### src/rtl/dpis_pkg.sv
package dpis_pkg;
   localparam int unsigned BANK_LINES = 32;
   localparam int unsigned MAX_BANKS  = 3;

   typedef enum logic {
      CH_NORMAL = 1'b0,
      CH_FAST   = 1'b1
   } chan_e;
endpackage

### src/rtl/dpis_cand.sv
// Per-channel candidate filter: pending, unmasked and steered to this channel.
module dpis_cand
   import dpis_pkg::*;
#(
   parameter int unsigned NUM_BANKS = 3,
   parameter chan_e       CHANNEL   = CH_NORMAL,
   localparam int unsigned LINES    = NUM_BANKS * BANK_LINES
) (
   input  logic [LINES-1:0] pend_i,
   input  logic [LINES-1:0] mask_i,
   input  logic [LINES-1:0] steer_i,
   output logic [LINES-1:0] cand_o
);
   for (genvar b = 0; b < NUM_BANKS; b++) begin : g_bank
      logic [BANK_LINES-1:0] sel_w;
      if (CHANNEL == CH_FAST) begin : g_fast
         assign sel_w = steer_i[b*BANK_LINES +: BANK_LINES];
      end else begin : g_norm
         assign sel_w = ~steer_i[b*BANK_LINES +: BANK_LINES];
      end
      assign cand_o[b*BANK_LINES +: BANK_LINES] =
         pend_i[b*BANK_LINES +: BANK_LINES] &
         ~mask_i[b*BANK_LINES +: BANK_LINES] & sel_w;
   end
endmodule

### src/rtl/dpis_search.sv
// Combinational priority search; later lines win ties by using <=.
module dpis_search #(
   parameter int unsigned LINES  = 96,
   parameter int unsigned PRIO_W = 5,
   localparam int unsigned CODE_W = (LINES > 1) ? $clog2(LINES) : 1
) (
   input  logic [LINES-1:0]        cand_i,
   input  logic [LINES*PRIO_W-1:0] prio_i,
   output logic [CODE_W-1:0]       win_o,
   output logic                    any_o
);
   logic [PRIO_W-1:0] best_p;

   always_comb begin
      best_p = '1;
      win_o  = '0;
      for (int i = 0; i < LINES; i++) begin
         if (cand_i[i] && (prio_i[i*PRIO_W +: PRIO_W] <= best_p)) begin
            best_p = prio_i[i*PRIO_W +: PRIO_W];
            win_o  = CODE_W'(i);
         end
      end
   end

   assign any_o = |cand_i;

   always_comb begin
      if (!any_o) begin
         a_none_zero_r4: assert (win_o == '0)
            else $error("search code nonzero with no candidate");
      end
   end
endmodule

### src/rtl/dpis_chan.sv
// Per-channel request, armed flag and latched winner code.
module dpis_chan #(
   parameter int unsigned CODE_W = 7
) (
   input  logic              clk,
   input  logic              rst_n,
   input  logic              any_i,
   input  logic              permit_i,
   input  logic              rearm_i,
   input  logic [CODE_W-1:0] win_i,
   output logic              req_o,
   output logic              armed_o,
   output logic [CODE_W-1:0] code_o
);
   logic              req_q, arm_q;
   logic [CODE_W-1:0] code_q;
   logic              arm_eff, fire;

   assign arm_eff = arm_q | rearm_i;
   assign fire    = arm_eff & any_i & permit_i;

   always_ff @(posedge clk) begin
      if (!rst_n) begin
         req_q  <= 1'b0;
         arm_q  <= 1'b1;
         code_q <= '0;
      end else if (fire) begin
         req_q  <= 1'b1;
         arm_q  <= 1'b0;
         code_q <= win_i;
      end else begin
         req_q  <= req_q & ~rearm_i;
         arm_q  <= arm_eff;
      end
   end

   assign req_o   = req_q;
   assign armed_o = arm_q;
   assign code_o  = code_q;

   p_arm_req_excl_r5: assert property (@(posedge clk) disable iff (!rst_n)
      arm_q != req_q);

   p_raise_r5: assert property (@(posedge clk) disable iff (!rst_n)
      (arm_q || rearm_i) && any_i && permit_i
      |=> req_q && !arm_q && code_q == $past(win_i));

   p_gate_r6: assert property (@(posedge clk) disable iff (!rst_n)
      !permit_i |=> !$rose(req_q));

   p_frozen_r7: assert property (@(posedge clk) disable iff (!rst_n)
      !arm_q && !rearm_i |=> req_q && $stable(code_q));

   p_rearm_drop_r8: assert property (@(posedge clk) disable iff (!rst_n)
      rearm_i && !(any_i && permit_i) |=> arm_q && !req_q && $stable(code_q));
endmodule

### src/rtl/dual_prio_intsel.sv
module dual_prio_intsel
   import dpis_pkg::*;
#(
   parameter int unsigned NUM_BANKS = 3,
   parameter int unsigned PRIO_W    = 6,
   localparam int unsigned LINES    = NUM_BANKS * BANK_LINES,
   localparam int unsigned CODE_W   = $clog2(LINES)
) (
   input  logic                    clk,
   input  logic                    rst_n,
   input  logic [LINES-1:0]        pend_i,
   input  logic [LINES-1:0]        mask_i,
   input  logic [LINES-1:0]        steer_i,
   input  logic [LINES*PRIO_W-1:0] prio_i,
   input  logic                    permit_i,
   input  logic [1:0]              rearm_i,
   output logic                    irq_req_o,
   output logic                    fiq_req_o,
   output logic [CODE_W-1:0]       irq_code_o,
   output logic [CODE_W-1:0]       fiq_code_o,
   output logic                    irq_armed_o,
   output logic                    fiq_armed_o
);
   if (NUM_BANKS < 1 || NUM_BANKS > MAX_BANKS) begin : g_bad_banks
      $error("NUM_BANKS must be 1 to 3");
   end
   if (PRIO_W != 5 && PRIO_W != 6) begin : g_bad_prio
      $error("PRIO_W must be 5 or 6");
   end

   logic              req_w  [2];
   logic              arm_w  [2];
   logic [CODE_W-1:0] code_w [2];

   for (genvar c = 0; c < 2; c++) begin : g_ch
      localparam chan_e CH = (c == 1) ? CH_FAST : CH_NORMAL;
      logic [LINES-1:0]  cand_w;
      logic [CODE_W-1:0] win_w;
      logic              any_w;

      dpis_cand #(.NUM_BANKS(NUM_BANKS), .CHANNEL(CH)) u_cand (
         .pend_i (pend_i),
         .mask_i (mask_i),
         .steer_i(steer_i),
         .cand_o (cand_w)
      );

      dpis_search #(.LINES(LINES), .PRIO_W(PRIO_W)) u_search (
         .cand_i(cand_w),
         .prio_i(prio_i),
         .win_o (win_w),
         .any_o (any_w)
      );

      dpis_chan #(.CODE_W(CODE_W)) u_chan (
         .clk     (clk),
         .rst_n   (rst_n),
         .any_i   (any_w),
         .permit_i(permit_i),
         .rearm_i (rearm_i[c]),
         .win_i   (win_w),
         .req_o   (req_w[c]),
         .armed_o (arm_w[c]),
         .code_o  (code_w[c])
      );
   end

   assign irq_req_o   = req_w[0];
   assign fiq_req_o   = req_w[1];
   assign irq_code_o  = code_w[0];
   assign fiq_code_o  = code_w[1];
   assign irq_armed_o = arm_w[0];
   assign fiq_armed_o = arm_w[1];

   p_code_range_r4: assert property (@(posedge clk) disable iff (!rst_n)
      (int'(irq_code_o) < LINES) && (int'(fiq_code_o) < LINES));

   p_indep_r10: assert property (@(posedge clk) disable iff (!rst_n)
      !rearm_i[1] && !fiq_armed_o |=> $stable(fiq_code_o) && fiq_req_o);
endmodule

### config.mk
export PLATFORM = sky130hd
export DESIGN_NAME = dual_prio_intsel
export DESIGN_NICKNAME = d
export VERILOG_FILES = /design/src/rtl/dpis_pkg.sv /design/src/rtl/dpis_cand.sv /design/src/rtl/dpis_search.sv /design/src/rtl/dpis_chan.sv /design/src/rtl/dual_prio_intsel.sv
export SDC_FILE = /design/constraint.sdc
export NUM_CORES = 2
export LEC_CHECK = 0
export ABC_AREA = 1
export BUFFER_PORTS_ARGS = -buffer_cell sky130_fd_sc_hd__buf_4
export CORE_MARGIN = 5
export CORE_UTILIZATION = 40
export CTS_CLUSTER_DIAMETER = 40
export DETAILED_ROUTE_END_ITERATION = 12
export GPL_ROUTABILITY_DRIVEN = 0
export HOLD_SLACK_MARGIN = 0.08
export PLACE_DENSITY = 0.57
export SYNTH_ARGS = -nofsm -noshare
export SYNTH_HDL_FRONTEND = slang
export SYNTH_SLANG_ARGS = --single-unit
### constraint.sdc
create_clock -name clk -period 150.2 [get_ports clk]
set_input_delay 30.04 -clock clk [delete_from_list [all_inputs] [get_ports clk]]
set_output_delay 30.04 -clock clk [all_outputs]
set_load 0.05 [all_outputs]
==> results.py <==
metrics = {
    "detailed_routing": {
        "detail_route.first_pass.iterations": 6,
        "num_vias": 67300,
        "wl_per_cell_um": 18.0,
        "avgViaCountPerCell": 5.30,
        "drt_wl_total_um": 229000,
        "drtAntennaViolNets": 0,
        "drt_iter0_drc": 4675,
        "drc": 0,
    },
    "final_layout": {
        "fin_nets": 12400,
        "final_core_util_pct": 47.9,
        "fill_cells": 15100,
        "fin_area_um2": 67700,
        "final_cell_mix": "nand2_1, buf_4, inv_1",
        "layout_commonest_cell": "nand2_1",
        "area_delta_synth_final_pct": 19.1,
        "drive_gt1_share_pct": 29.6,
    },
    "grt": {
        "grt_max_degree": 16,
        "grt.total_usage_pct": 28.6,
        "grt_pass1_wl_um": 349000,
        "grt_overflow_total": 0,
        "first_global_vias": 62800,
        "antenna_found_initial": 73,
    },
    "setup_path": {
        "path_buf_inv": 33,
        "crit_fanout": 15,
        "arrival_ns": 139.88,
        "crit_top_cell": "nand2_1",
        "worstSetupEndpointType": "flop",
        "cpLargestDelayFamily": "simple AND/OR/NAND/NOR gates",
        "max_stage_delay_ns": 0.39,
        "start_kind": "input port",
        "worstPathRequired_ns": 150.40,
        "slowest_stage": "o32ai_1",
        "crit_type": "input port to flop",
    },
    "logic_synthesis": {
        "synth_cell_types": 58,
        "synth_xor_area_share_pct": 0,
        "synthMuxAreaShare_pct": 0,
        "yosys.area.top_type": "ha_1",
        "synth-adder-area-share_pct": 16.8,
        "seq_area_frac_synth_pct": 0.634,
        "synth_ff_type": "dfxtp_1",
        "synth_top_family_by_area": "simple AND/OR/NAND/NOR gates",
        "synthArstFlopShare_pct": 0,
        "synthCells": 9473,
        "syn_area_um2": 56900,
        "synth_edf_count": 0,
        "synthDominantCellAreaShare_pct": 16.8,
        "ys_ff_latch": 18,
        "synth-compound-area-share_pct": 14.5,
        "yosys_warnings": 0,
        "synth_nets": 11100,
        "synth-simple-area-share_pct": 51.7,
        "synth.avg_cell_area_um2": 6.00,
        "synth.area.top_cells": "ha_1, nand2_1, nand3_1",
    },
    "timing": {
        "final.min_clock_period_ns": 139.68,
        "fin_crit_sh_pct": 93.0,
        "fin_setup_tns_ns": 0,
        "relSlewSlack_pct": 16.3,
        "drv_slew": 0,
        "finalHoldViolCount": 0,
        "clock.fmax_mhz": 7.16,
        "finalSetupViolCount": 0,
        "skew_ns": 0.00158,
        "worstMarginPinSlew_ns": 1.25,
    },
    "die": {
        "coreArea_um2": 141000,
        "io_pins": 887,
        "die_x_um": 387,
        "core.rowCount": 138,
        "die_area_um2": 150000,
        "die_h_um": 387,
        "initial_core_util_pct": 40.2,
    },
    "run_status": {
        "run_status": "complete, no violations",
    },
    "placement": {
        "dpl-instance-area_um2": 66400,
        "place_hpwl_um": 202000,
        "port_buffers": 886,
    },
    "clock_tree": {
        "cts_max_path_buffers": 2,
        "cts_tree": "built",
        "cts_sinks": 18,
        "clock_latency_ns": 0.26,
        "numCtsBuffers": 3,
        "clkTransAtPathRegs_ns": 0.06,
        "htree_levels": 1,
        "root_buffer": "clkbuf_16",
    },
    "min_path": {
        "hp-class": "flop to flop",
    },
    "job": {
        "maxCapViolations": 0,
    },
    "power": {
        "peakVddDrop_uv": 14.6,
        "powerDensity_nw_per_um2": 27.0,
        "leakage_nw": 37.5,
    },
}
==> kinds of logic after synthesis <==
kind of cell | after synthesis
adders and majority gates | 762
DFF | 18
and+or+nand+nor | 5697
AOI/OAI and AO/OA | 1428
buffers and inverters | 1568
==> where the power goes <==
| part | leakage (nW) | total [mW] | internal (mW) | switching, mW |
|---|---|---|---|---|
| clock network | 0.0445 | 0.00648 | 0.00408 | 0.00241 |
| registers | 0.150 | 0.00788 | 0.00605 | 0.00183 |
| logic | 37.3 | 1.82 | 0.757 | 1.06 |
==> area by class of cell <==
type,count,area (µm²),area share [%]
clock buffer,4,88.8,0.131
timing repair buffer,1554,11700,17.3
sequential,18,360,0.532
multi-input combinational,7888,48200,71.2
antenna,54,135,0.200
inverter,1292,4860,7.19
tap,1890,2360,3.49
==> cell usage after synthesis (18+ instances only) <==
| cell | number |
|---|---|
| bufbuf_16 | 33 |
| o21bai_1 | 374 |
| inv_1 | 1285 |
| nand3_1 | 1230 |
| buf_4 | 18 |
| and2_4 | 79 |
| and2_1 | 19 |
| ha_1 | 762 |
| o21ai_0 | 768 |
| nor3_1 | 103 |
| clkbuf_8 | 113 |
| a21oi_1 | 221 |
| nand2_1 | 2144 |
| nand3_2 | 27 |
| dfxtp_1 | 18 |
| nor3b_1 | 91 |
| nand4_1 | 316 |
| nand2_2 | 762 |
| nor2_2 | 414 |
| buf_6 | 49 |
| nor2_4 | 121 |
| nand2_4 | 58 |
| buf_12 | 52 |
| nor4_1 | 55 |
| nor2_1 | 262 |
==> sequential cells by signal (all words and copies together) (netlist names) <==
signal               flops
g_ch.u_chan.code_o      14
g_ch.u_chan.armed_o      2
g_ch.u_chan.req_o        2
==> metal layers <==
| layer | vias up | share of wire [%] | global-route usage [%] |
|---|---|---|---|
| met1 | 30600 | 44 | 37.8 |
| met3 | 356 | 6.8 | 4.26 |
| met5 | - | 0.10 | 0 |
| met4 | 34 | 4.2 | 11.2 |
| li1 | 34200 | - | - |
| met2 | 2069 | 45 | 46.6 |
==> what timing repair did <==
| action | CTS | global route |
|---|---|---|
| cloned | 0 | 1 |
| hold buffers | 0 | 0 |
| setup endpoints to repair | 7 | 14 |
| resized for setup | 60 | 562 |
| pin swaps | 0 | 1 |
| buffers inserted | 0 | 10 |
==> per-stage QoR <==
step	setup WS (ns)	hold slack [ns]	total power, mW	std cells
after global routing	-0.178	0.484	2.07	12700
after floorplan	13.41	0.684	1.25	9473
after global placement	-2.07	0.458	1.72	12600
final	10.52	0.470	1.83	12700
after detailed placement	-3.55	0.465	1.76	12600
after CTS	0.0842	0.473	1.78	12600
==> worst register-to-register path: stages, from the launching register on <==
cell and delay [ns]:
dfxtp_1 0.38, nor2_1 0.08, inv_1 0.06, nand3_1 0.34, nor2_1 0.29, o21ai_0 0.12, nor2_1 0.15, a21oi_2 0.07
==> path summary, 6_finish.rpt <==
path / startpoint / depth (start not counted) / endpoint / slack [ns]
setup reg to reg: g_ch[1].u_chan.armed_o / 7 / g_ch[1].u_chan.code_o[2] / 148.61
setup / recovery: mask_i[0] / 1140 / g_ch[0].u_chan.code_o[2] / 10.52
hold reg to reg: g_ch[1].u_chan.req_o / 2 / g_ch[1].u_chan.req_o / 0.47
hold / removal: g_ch[1].u_chan.req_o / 2 / g_ch[1].u_chan.req_o / 0.47
Power figures use the tool's default switching activity.
